--- config.mk ---
export PLATFORM = sky130hd
export DESIGN_NAME = uart_auto_rts
export DESIGN_NICKNAME = d
export VERILOG_FILES = /design/src/rtl/uart_rts_pkg.sv /design/src/rtl/rts_thr_decode.sv /design/src/rtl/rts_hyst.sv /design/src/rtl/rx_irq_gen.sv /design/src/rtl/uart_auto_rts.sv
export SDC_FILE = /design/constraint.sdc
export NUM_CORES = 1
export LEC_CHECK = 0
export ABC_CLOCK_PERIOD_IN_PS = 2200
export BUFFER_PORTS_ARGS = -buffer_cell sky130_fd_sc_hd__buf_4
export CAP_MARGIN = 20
export CORE_AREA = 8 8 45 47
export CTS_BUF_LIST = sky130_fd_sc_hd__clkbuf_4 sky130_fd_sc_hd__clkbuf_8 sky130_fd_sc_hd__clkbuf_16
export DETAILED_ROUTE_END_ITERATION = 8
export DIE_AREA = 0 0 53 55
export PLACE_DENSITY_LB_ADDON = 0.25
export SLEW_MARGIN = 40
export SYNTH_ARGS = -nofsm -noshare
export SYNTH_HDL_FRONTEND = slang
export SYNTH_SLANG_ARGS = --single-unit
--- constraint.sdc ---
create_clock -name clk_i -period 2.2 [get_ports clk_i]
set_input_delay 0.11 -clock clk_i [delete_from_list [all_inputs] [get_ports clk_i]]
set_output_delay 0.11 -clock clk_i [all_outputs]
set_load 0.1 [all_outputs]
--- src/rtl/uart_rts_pkg.sv ---
package uart_rts_pkg;
  typedef enum logic [1:0] {
    TRIG_L0 = 2'd0,
    TRIG_L1 = 2'd1,
    TRIG_L2 = 2'd2,
    TRIG_L3 = 2'd3
  } trig_sel_e;

  localparam int NUM_LVL = 4;
endpackage

--- src/rtl/rts_thr_decode.sv ---
module rts_thr_decode
  import uart_rts_pkg::*;
#(
  parameter int DEPTH = 16,
  parameter int CNT_W = 5,
  parameter int LVL0  = 1,
  parameter int LVL1  = 4,
  parameter int LVL2  = 8,
  parameter int LVL3  = 14
) (
  input  trig_sel_e          sel_i,
  output logic [CNT_W-1:0]   trig_o,
  output logic [CNT_W-1:0]   up_o,
  output logic [CNT_W-1:0]   dn_o
);
  localparam int LVL [NUM_LVL] = '{LVL0, LVL1, LVL2, LVL3};

  logic [CNT_W-1:0] trig_tab [NUM_LVL];
  logic [CNT_W-1:0] up_tab   [NUM_LVL];
  logic [CNT_W-1:0] dn_tab   [NUM_LVL];

  for (genvar i = 0; i < NUM_LVL; i++) begin : g_lvl
    assign trig_tab[i] = CNT_W'(LVL[i]);
    if (i == NUM_LVL - 1) begin : g_top
      assign up_tab[i] = CNT_W'(DEPTH);
    end else begin : g_mid_up
      assign up_tab[i] = CNT_W'(LVL[i+1]);
    end
    // lowest rung: "below" the floor means an empty FIFO
    if (i == 0) begin : g_bot
      assign dn_tab[i] = CNT_W'(1);
    end else begin : g_mid_dn
      assign dn_tab[i] = CNT_W'(LVL[i-1]);
    end
  end

  assign trig_o = trig_tab[sel_i];
  assign up_o   = up_tab[sel_i];
  assign dn_o   = dn_tab[sel_i];
endmodule

--- src/rtl/rts_hyst.sv ---
module rts_hyst #(
  parameter int CNT_W = 5
) (
  input  logic             clk_i,
  input  logic             rst_ni,
  input  logic             en_i,
  input  logic             manual_i,
  input  logic [CNT_W-1:0] cnt_i,
  input  logic [CNT_W-1:0] up_i,
  input  logic [CNT_W-1:0] dn_i,
  output logic             rts_no
);
  logic rts_q;

  always_ff @(posedge clk_i or negedge rst_ni) begin
    if (!rst_ni)             rts_q <= 1'b1;
    else if (!en_i)          rts_q <= ~manual_i;
    else if (cnt_i >= up_i)  rts_q <= 1'b1;
    else if (cnt_i <  dn_i)  rts_q <= 1'b0;
  end

  assign rts_no = rts_q;
endmodule

--- src/rtl/rx_irq_gen.sv ---
module rx_irq_gen #(
  parameter int CNT_W = 5
) (
  input  logic             clk_i,
  input  logic             rst_ni,
  input  logic [CNT_W-1:0] cnt_i,
  input  logic [CNT_W-1:0] trig_i,
  output logic             irq_o
);
  always_ff @(posedge clk_i or negedge rst_ni) begin
    if (!rst_ni) irq_o <= 1'b0;
    else         irq_o <= (cnt_i >= trig_i);
  end
endmodule

--- src/rtl/uart_auto_rts.sv ---
module uart_auto_rts
  import uart_rts_pkg::*;
#(
  parameter int DEPTH = 16,
  parameter int LVL0  = 1,
  parameter int LVL1  = 4,
  parameter int LVL2  = 8,
  parameter int LVL3  = 14,
  localparam int CNT_W = $clog2(DEPTH + 1)
) (
  input  logic             clk_i,
  input  logic             rst_ni,
  input  logic [CNT_W-1:0] rx_count_i,
  input  logic [1:0]       trig_sel_i,
  input  logic             auto_rts_en_i,
  input  logic             rts_manual_i,
  output logic             rts_no,
  output logic             rx_irq_o
);
  logic [CNT_W-1:0] trig_lvl, up_lvl, dn_lvl;

  rts_thr_decode #(
    .DEPTH(DEPTH), .CNT_W(CNT_W),
    .LVL0(LVL0), .LVL1(LVL1), .LVL2(LVL2), .LVL3(LVL3)
  ) u_dec (
    .sel_i  (trig_sel_e'(trig_sel_i)),
    .trig_o (trig_lvl),
    .up_o   (up_lvl),
    .dn_o   (dn_lvl)
  );

  rts_hyst #(.CNT_W(CNT_W)) u_hyst (
    .clk_i    (clk_i),
    .rst_ni   (rst_ni),
    .en_i     (auto_rts_en_i),
    .manual_i (rts_manual_i),
    .cnt_i    (rx_count_i),
    .up_i     (up_lvl),
    .dn_i     (dn_lvl),
    .rts_no   (rts_no)
  );

  rx_irq_gen #(.CNT_W(CNT_W)) u_irq (
    .clk_i  (clk_i),
    .rst_ni (rst_ni),
    .cnt_i  (rx_count_i),
    .trig_i (trig_lvl),
    .irq_o  (rx_irq_o)
  );
endmodule

; ---- After elaboration in Yosys (flattened, before gate mapping)
; Index checks and enable logic that the tools add are counted.
[word_totals]
in_bits = 11
wordCells = 21
ff_bits = 2
out_inout_bits = 2
[classes]
eq_ne = 1
n_bitwise = 2
n_lt_le_gt_ge = 4
n_mux = 12
[ops]
columns = cell, count
row1 = $bmux 5 s2, 3
row2 = $mux 5, 6
row3 = $ge 5x5->1, 2
row4 = $lt 5x5->1, 1
row5 = $ge 3x3->1 const B, 1
row6 = $mux 1, 3
row7 = $ne 3x1->1 const B, 1
row8 = $not 2->3, 1
row9 = $not 1->1, 1

; ---- Depth between registers and ports, before layout
; Gate-level depths: netlist (run 1).
[logic_depth]
word_depth = 8
ltp_mapped = 7
ltp_nobuf = 7

; ---- Modules after synthesis
; From an unflattened synthesis (run 1), not the netlist that was laid out.
[hier_totals]
hier_cells = 67
hier_area_um2 = 525.5
[by_module_without_submodules]
columns = module, seq_area_each_um2, cells_per_inst, area_each_um2, instances
row1 = rts_hyst, 26.3, 34, 262.8, 1
row2 = rx_irq_gen, 25.0, 17, 140.1, 1
row3 = rts_thr_decode, 0.0, 16, 122.6, 1

; ---- Worst setup path before layout (run 1)
; Ideal clock, no wire load.
[synth_timing]
path_kind = in2reg
from = input trig_sel_i[0]
to = register u_irq.irq_o
slack_ns = 0.726
setup_ns = 0.124
t_required_ns = 2.076
t_arrival_ns = 1.350
path_buffers = 0
path_stages = 7
path_cell_list = inv_1 > ha_1 > ha_1 > nand2b_1 > a21o_1 > a21o_1 > a211o_1
[synth_via]
elab_chain_cells = 5
[synth_rtl]
columns = element, line
row1 = start: declaration, uart_auto_rts.sv:14  ; input logic [1:0] trig_sel_i,
row2 = $not 2->3 (not written as such), rts_thr_decode.sv:37  ; assign trig_o = trig_tab[sel_i];
row3 = $bmux 5 s2, rts_thr_decode.sv:37
row4 = $mux 5 (not written as such) (2 in a row), rts_thr_decode.sv:37
row5 = $ge 5x5->1, rx_irq_gen.sv:12  ; else irq_o <= (cnt_i >= trig_i);
row6 = end signal: assignment, rx_irq_gen.sv:12
row7 = end: declaration, rx_irq_gen.sv:8  ; output logic irq_o
; Every way passes these cells. The select of a mux whose other input is x is not followed.
; A chain may end at the register's enable or synchronous reset.

; ---- Worst setup path in the final report (run 1)
; Same ends and word-level chain as after synthesis.

==> results by group, run 1 <==
Synth
  • Synth Register Bits: 2
  • Post-synthesis sequential area ratio: 14.3%
  • Asr flop ratio synth: 100%
  • Yosys top cell by area: ha_1
  • YS warnings: 0
  • Synth area leaders: ha_1, inv_1, dfstp_2, dfrtp_1, a21o_1
  • Synth top cells by count: ha_1, inv_1, a21o_1, nand2b_1, nor2_1
  • Top cell type's share of synthesized area: 45.3%
  • Syn Area/Cell: 9.21 µm²
  • Post-synthesis instance total: 39
  • Main synth FF type: dfstp_2
  • Syn_nets: 63
  • Library cells used by synthesis: 17
  • Post-Syn Area: 359 µm²
  • Post-synth EDFFs: 0
  • Most frequent cell after synthesis: ha_1

Timing
  • Fmax: 719 MHz
  • Final setup viols: 0
  • Crit path time final: 1390 ps
  • Slew at the pin closest to its max-slew limit: 282 ps
  • WHS: 110 ps
  • Hold Fails Final Rpt: 0
  • Slew HR: 81.3%
  • Setup TNS: 0 ps
  • RSZ-0062 raised after global routing: no
  • Clock skew: 0 ps
  • Pins Over Slew Limit: 0
  • Period Utilization, post-route: 63.2%

Clock tree
  • TritonCTS Buffers: 3
  • CTS H-tree depth: 1
  • Root Driver: clkbuf_4
  • Reg clk slew, reported paths: 40 ps
  • Post-CTS Resized: 0
  • TritonCTS clock tree: done
  • Worst-Skew Late Latency: 220 ps
  • Max Buffers Root-to-Sink: 2
  • Clk sinks: 2

Routing
  • Antenna-violating nets left: 0
  • DRC: 0
  • Wire length on met1: 401 µm
  • Metal3 WL: 75 µm
  • Via/cell ratio: 4.38
  • Met2 Wirelength: 302 µm
  • DRT Wirelength: 779 µm
  • Top Metal Used: met3
  • DRT iter0 DRCs: 9
  • Pre-Repair DR Iteration Count: 4
  • DR vias: 315
  • Routed WL per cell: 10.8 µm

Outcome
  • Status: completed

Setup path
  • Critical Path End Type: register
  • WS Path Type: in2reg
  • Crit path launch type: input port
  • FF-to-FF setup slack: 1310 ps
  • R2r endpoint: u_hyst.rts_no
  • Worst EP arrival: 1500 ps
  • Largest fanout on the critical path: 4
  • Worst Path Buf+Inv: 2
  • Delay-heaviest family, CP: compound AO/OA/AOI/OAI gates
  • Critical Path Start: trig_sel_i[0]
  • R2R cell count: 2
  • R2R Path Start: u_hyst.rts_no
  • Worst endpoint required time: 2310 ps
  • Max incr delay on CP: 280 ps
  • CP cell instances: buf_4, inv_1, ha_1, ha_1, nand2b_1, a21o_1, a21o_1, a211o_1
  • Cell with the largest stage delay on the worst path: a211o_1

GRT
  • Grt ovf: 0
  • GRT Total Usage: 5.84%
  • First-pass GRT wire length: 1270 µm
  • Vias in the first global route: 343
  • Pin count of the biggest net entering global routing: 6
  • Antenna violations before repair: 0

Placed design
  • Post-DP Area: 469 µm²
  • Hpwl dp: 668 µm
  • Final GP Congestion: 0.666
  • I/O Buffers: 12

Min path
  • Hold Path Origin: rx_count_i[4]
  • Min-Delay Endpoint: u_irq.irq_o
  • Hold Path Class: in2reg
  • Hold path cells: 2

Cells and area
  • Final core occ: 36.8%
  • Final instance area: 509 µm²
  • Area Growth Syn to Fin: 41.8%
  • Layout cells sized above 1: 30.4%
  • Fill cell count: 146
  • Seq. cell area: 51.3 µm²
  • Area occupied by multi-input gates: 278 µm²
  • Diode count: 0
  • Fin nets: 81

Floorplanning
  • # rows: 14
  • Initial Util: 25.9%
  • Die ar.: 0.00292 mm²
  • Chip Height: 55 µm
  • Die W: 53 µm
  • Ports: 13
  • Core area: 0.00138 mm²

Pwr
  • Leak: 0.295 nW
  • Worst vdd ir: 0.000319 V
  • PwrDens: 484 mW/mm²

Run
  • Max-Cap Viols: 0
-- kinds of logic after synthesis --
group | Yosys count | synth area share [%]
fa+ha+maj | 13 | 45.3
compound gates | 8 | 19.5
buf+inv | 8 | 8.36
simple gates | 7 | 10.1
flops | 2 | 14.3
xor+xnor | 1 | 2.44
-- layout by cell type, fill, tap and decap left out --
master and count:
nor3_1 1, ha_1 13, o221ai_1 1, buf_4 12, xor2_1 1, o32a_1 1
clkbuf_4 4, a21boi_1 1, o211a_1 1, nand3b_1 1, dfstp_2 1, dfrtp_1 1
nand2b_1 2, nand2_1 1, inv_1 8, nor2_1 2, a211o_1 1, o311a_1 1
dlygate4sd3_1 1, a21o_1 2
-- power by group --
group	switching [W]	internal [W]	leakage (nW)
clock network	0.0000225	0.0000797	0.0184
registers	0.00000159	0.0000421	0.0210
logic	0.0000582	0.0000422	0.256
total	0.0000823	0.000164	0.295
-- cell type report --
| type | count | share of cell area [%] |
|---|---|---|
| Timing Repair Buffer | 13 | 19.7 |
| Inverter | 8 | 5.90 |
| Tap cell | 16 | 3.93 |
| Multi-Input combinational cell | 29 | 54.5 |
| Clock buffer | 4 | 5.90 |
| Sequential cell | 2 | 10.1 |
-- registers in the layout (all words and copies together) (netlist names) --
signal / cells
u_irq.irq_o: 1
u_hyst.rts_no: 1
-- what timing repair did --
item | CTS | global route
buffers inserted | 0 | 0
endpoints found under the hold margin | 2 | 0
hold buffers | 1 | 0
-- metal layers --
layer / global-route usage (%) / up-vias
met5: 0 / -
met4: 5.17 / 0
met3: 1.87 / 0
met2: 9.18 / 12
met1: 6.21 / 133
li1: - / 170
-- worst max path at each step --
stage	endpoint	slack (ps)	cells after the start
after floorplan	u_irq.irq_o	730	7
after global placement	u_irq.irq_o	580	8
after detailed placement	u_irq.irq_o	560	8
after CTS	u_irq.irq_o	800	8
after global routing	u_irq.irq_o	740	8
final	u_irq.irq_o	810	8
-- stage by stage --
stage               setup WS [ps]  total power [W]  std cells
floorplan                     726         0.000110         39
global placement              579         0.000144         67
detailed placement            560         0.000144         67
CTS                           799         0.000253         72
global route                  740         0.000266         72
finish                        810         0.000246         72
(Power assumes the default switching activity.)
==> run 2, diff against run 1 <==
ABC_CLOCK_PERIOD_IN_PS = 1200   (was 2200)
clock period = 1.2 ns   (was 2.2 ns; I/O delays follow)
==> run 2 against run 1 <==
- utilization increased by 7.6 points
- worst hold slack got worse by 42 ps
- first-iteration DRC count decreased by 78%
- non-clock buffer count increased by 3
- clock power increased by 91%
- via count increased by 6.7%
- critical path depth unchanged
- flip-flop and latch count unchanged
- power increased by 100%
- setup slack got worse by 800 ps
- clock skew unchanged
- wire length increased by 6.0%
- largest power group is now combinational cells
==> results by group, run 2 (synthesized netlist as in run 1, its figures left out) <==
Outcome
  • Status: completed (unchanged)

Timing
  • Crit path time final: 1190 ps
  • Hold Fails Final Rpt: 0 (unchanged)
  • Period Utilization, post-route: 98.9%
  • RSZ-0062 raised after global routing: yes (was no)
  • Slew HR: 81.5% (was 81.3%)
  • Final WS setup: 13.1 ps (was 810 ps)
  • Fmax: 843 MHz
  • Pins Over Slew Limit: 0 (unchanged)
  • Clock skew: 0 ps (unchanged)
  • Final setup viols: 0 (unchanged)
  • Slew at the pin closest to its max-slew limit: 280 ps (was 282 ps)

Clock tree
  • CTS H-tree depth: 1 (unchanged)
  • Worst-Skew Late Latency: 240 ps (was 220 ps)
  • Max Buffers Root-to-Sink: 2 (unchanged)
  • TritonCTS clock tree: done (unchanged)
  • Setup repair bufs after CTS: 0 (unchanged)
  • Reg clk slew, reported paths: 40 ps (about the same)
  • Root Driver: clkbuf_4 (unchanged)
  • Clk sinks: 2 (unchanged)
  • TritonCTS Buffers: 3 (unchanged)

GRT
  • Antenna violations before repair: 0 (unchanged)
  • Pin count of the biggest net entering global routing: 6 (unchanged)
  • First-pass GRT wire length: 1390 µm (was 1270 µm)
  • Grt ovf: 0 (unchanged)
  • GRT Total Usage: 6.44% (was 5.84%)
  • Vias in the first global route: 336 (was 343)

Placed design
  • I/O Buffers: 12 (unchanged)
  • Final GP Congestion: 0.729 (was 0.666)
  • Setup slack at placement: -224 ps (was 560 ps)
  • Hpwl dp: 703 µm (was 668 µm)

Cells and area
  • Layout cells sized above 1: 50.8% (was 30.4%)
  • Fin nets: 84 (was 81)
  • Most frequent cells in the layout: buf_4, ha_1, inv_1, clkbuf_4 (was ha_1, buf_4, inv_1, clkbuf_4)
  • Area Growth Syn to Fin: 71.1% (was 41.8%)
  • Diode count: 0 (unchanged)
  • Final core occ: 44.4% (was 36.8%)
  • Commonest non-fill, non-tap cell in the layout: buf_4 (was ha_1)

Routing
  • Via/cell ratio: 4.48 (was 4.38)
  • DRC: 0 (unchanged)
  • DRT iter0 DRCs: 2 (was 9)
  • Antenna-violating nets left: 0 (unchanged)
  • DR vias: 336 (was 315)
  • DRT Wirelength: 826 µm (was 779 µm)
  • Pre-Repair DR Iteration Count: 2 (was 4)
  • Routed WL per cell: 11.0 µm (was 10.8 µm)

Setup path
  • Max incr delay on CP: 330 ps (was 280 ps)
  • FF-to-FF setup slack: 250 ps (was 1310 ps)
  • Cell with the largest stage delay on the worst path: o32a_1 (was a211o_1)
  • R2r endpoint: u_hyst.rts_no (unchanged)
  • Crit path launch type: input port (unchanged)
  • Worst Path Buf+Inv: 2 (unchanged)
  • R2R cell count: 2 (unchanged)
  • CP cell instances: buf_6, inv_8, ha_4, nor2_4, ha_1, a21boi_1, o211a_1, o32a_1 (was buf_4, inv_1, ha_1, ha_1, nand2b_1, a21o_1, a21o_1, a211o_1)
  • Worst endpoint required time: 1360 ps (was 2310 ps)
  • WS Path Type: in2reg (unchanged)
  • Delay-heaviest family, CP: compound AO/OA/AOI/OAI gates (unchanged)
  • Critical Path Start: trig_sel_i[0] (unchanged)
  • Critical Path End Type: register (unchanged)
  • Largest fanout on the critical path: 4 (unchanged)
  • R2R Path Start: u_hyst.rts_no (unchanged)
  • Worst EP arrival: 1350 ps (was 1500 ps)

Floorplanning
  • Die W: 53 µm (unchanged)
  • Initial Util: 25.9% (unchanged)
  • # rows: 14 (unchanged)
  • Chip Height: 55 µm (unchanged)
  • Core area: 0.00138 mm² (unchanged)
  • Ports: 13 (unchanged)
  • Die ar.: 0.00292 mm² (unchanged)

Pwr
  • Worst vdd ir: 0.000736 V (was 0.000319 V)
  • Leak: 0.316 nW (was 0.295 nW)
  • PwrDens: 814 mW/mm² (was 484 mW/mm²)

Min path
  • Hold Path Class: in2reg (unchanged)
  • Min-Delay Endpoint: u_irq.irq_o (unchanged)
  • Hold Path Origin: rx_count_i[4] (unchanged)
  • Hold path cells: 2 (unchanged)

Run
  • Max-Cap Viols: 0 (unchanged)
==> run 2: worst register-to-register path, cell delays in order, from the launching register on <==
cell	delay, ps
dfstp_4	610
o311a_1	150
o32a_1	130
==> run 2: worst max path at each step <==
| stage | end | slack, ps | cells past startpoint |
|---|---|---|---|
| 6_report | u_hyst.rts_no | 10 | 8 |
| 2_1_floorplan | u_hyst.rts_no | 1 | 7 |
| 3_5_place_dp | u_irq.irq_o | -220 | 8 |
| 4_1_cts | rts_no | 3 | 1 |
| 3_3_place_gp | u_irq.irq_o | -220 | 8 |
| 5_1_grt | u_hyst.rts_no | -40 | 8 |
==> run 2: what timing repair did <==
item	4_1_cts	5_1_grt
setup endpoints to repair	0	3
hold buffers	1	0
endpoints found under the hold margin	2	0
gates resized for setup	0	6
==> run 2: stage by stage <==
step | std cells | instance area, µm² | hold WS (ps) | setup TNS, ps | total power (W)
2_1_floorplan | 39 | 415 | -236 | 0 | 0.000216
3_3_place_gp | 70 | 548 | -154 | -448 | 0.000291
3_5_place_dp | 70 | 548 | -156 | -445 | 0.000290
4_1_cts | 75 | 588 | 67.0 | 0 | 0.000496
5_1_grt | 75 | 614 | 90.4 | -43.3 | 0.000533
6_report | 75 | 614 | 68.1 | 0 | 0.000500
==> run 2: per-layer routing <==
layer	global-route usage (%)	part of all wire, %	routed length, µm
met5	0	0	0
met1	6.36	42	348
met3	5.08	8.7	72
met2	10.5	49	405
met4	1.29	0	0
==> run 2: area by class of cell <==
class	instances	area, µm²
Timing Repair Buffer	16	134
Inverter	8	40.0
Tap cell	16	20.0
Clock buffer	4	30.0
Multi-Input combinational cell	29	335
Sequential cell	2	55.1
Fill cell	132	769
==> run 2: power breakdown <==
| part | internal [W] | leakage, nW | switching (W) |
|---|---|---|---|
| Combinational | 0.000102 | 0.277 | 0.000119 |
| Clock | 0.000147 | 0.0184 | 0.0000487 |
| Sequential | 0.0000795 | 0.0212 | 0.00000372 |
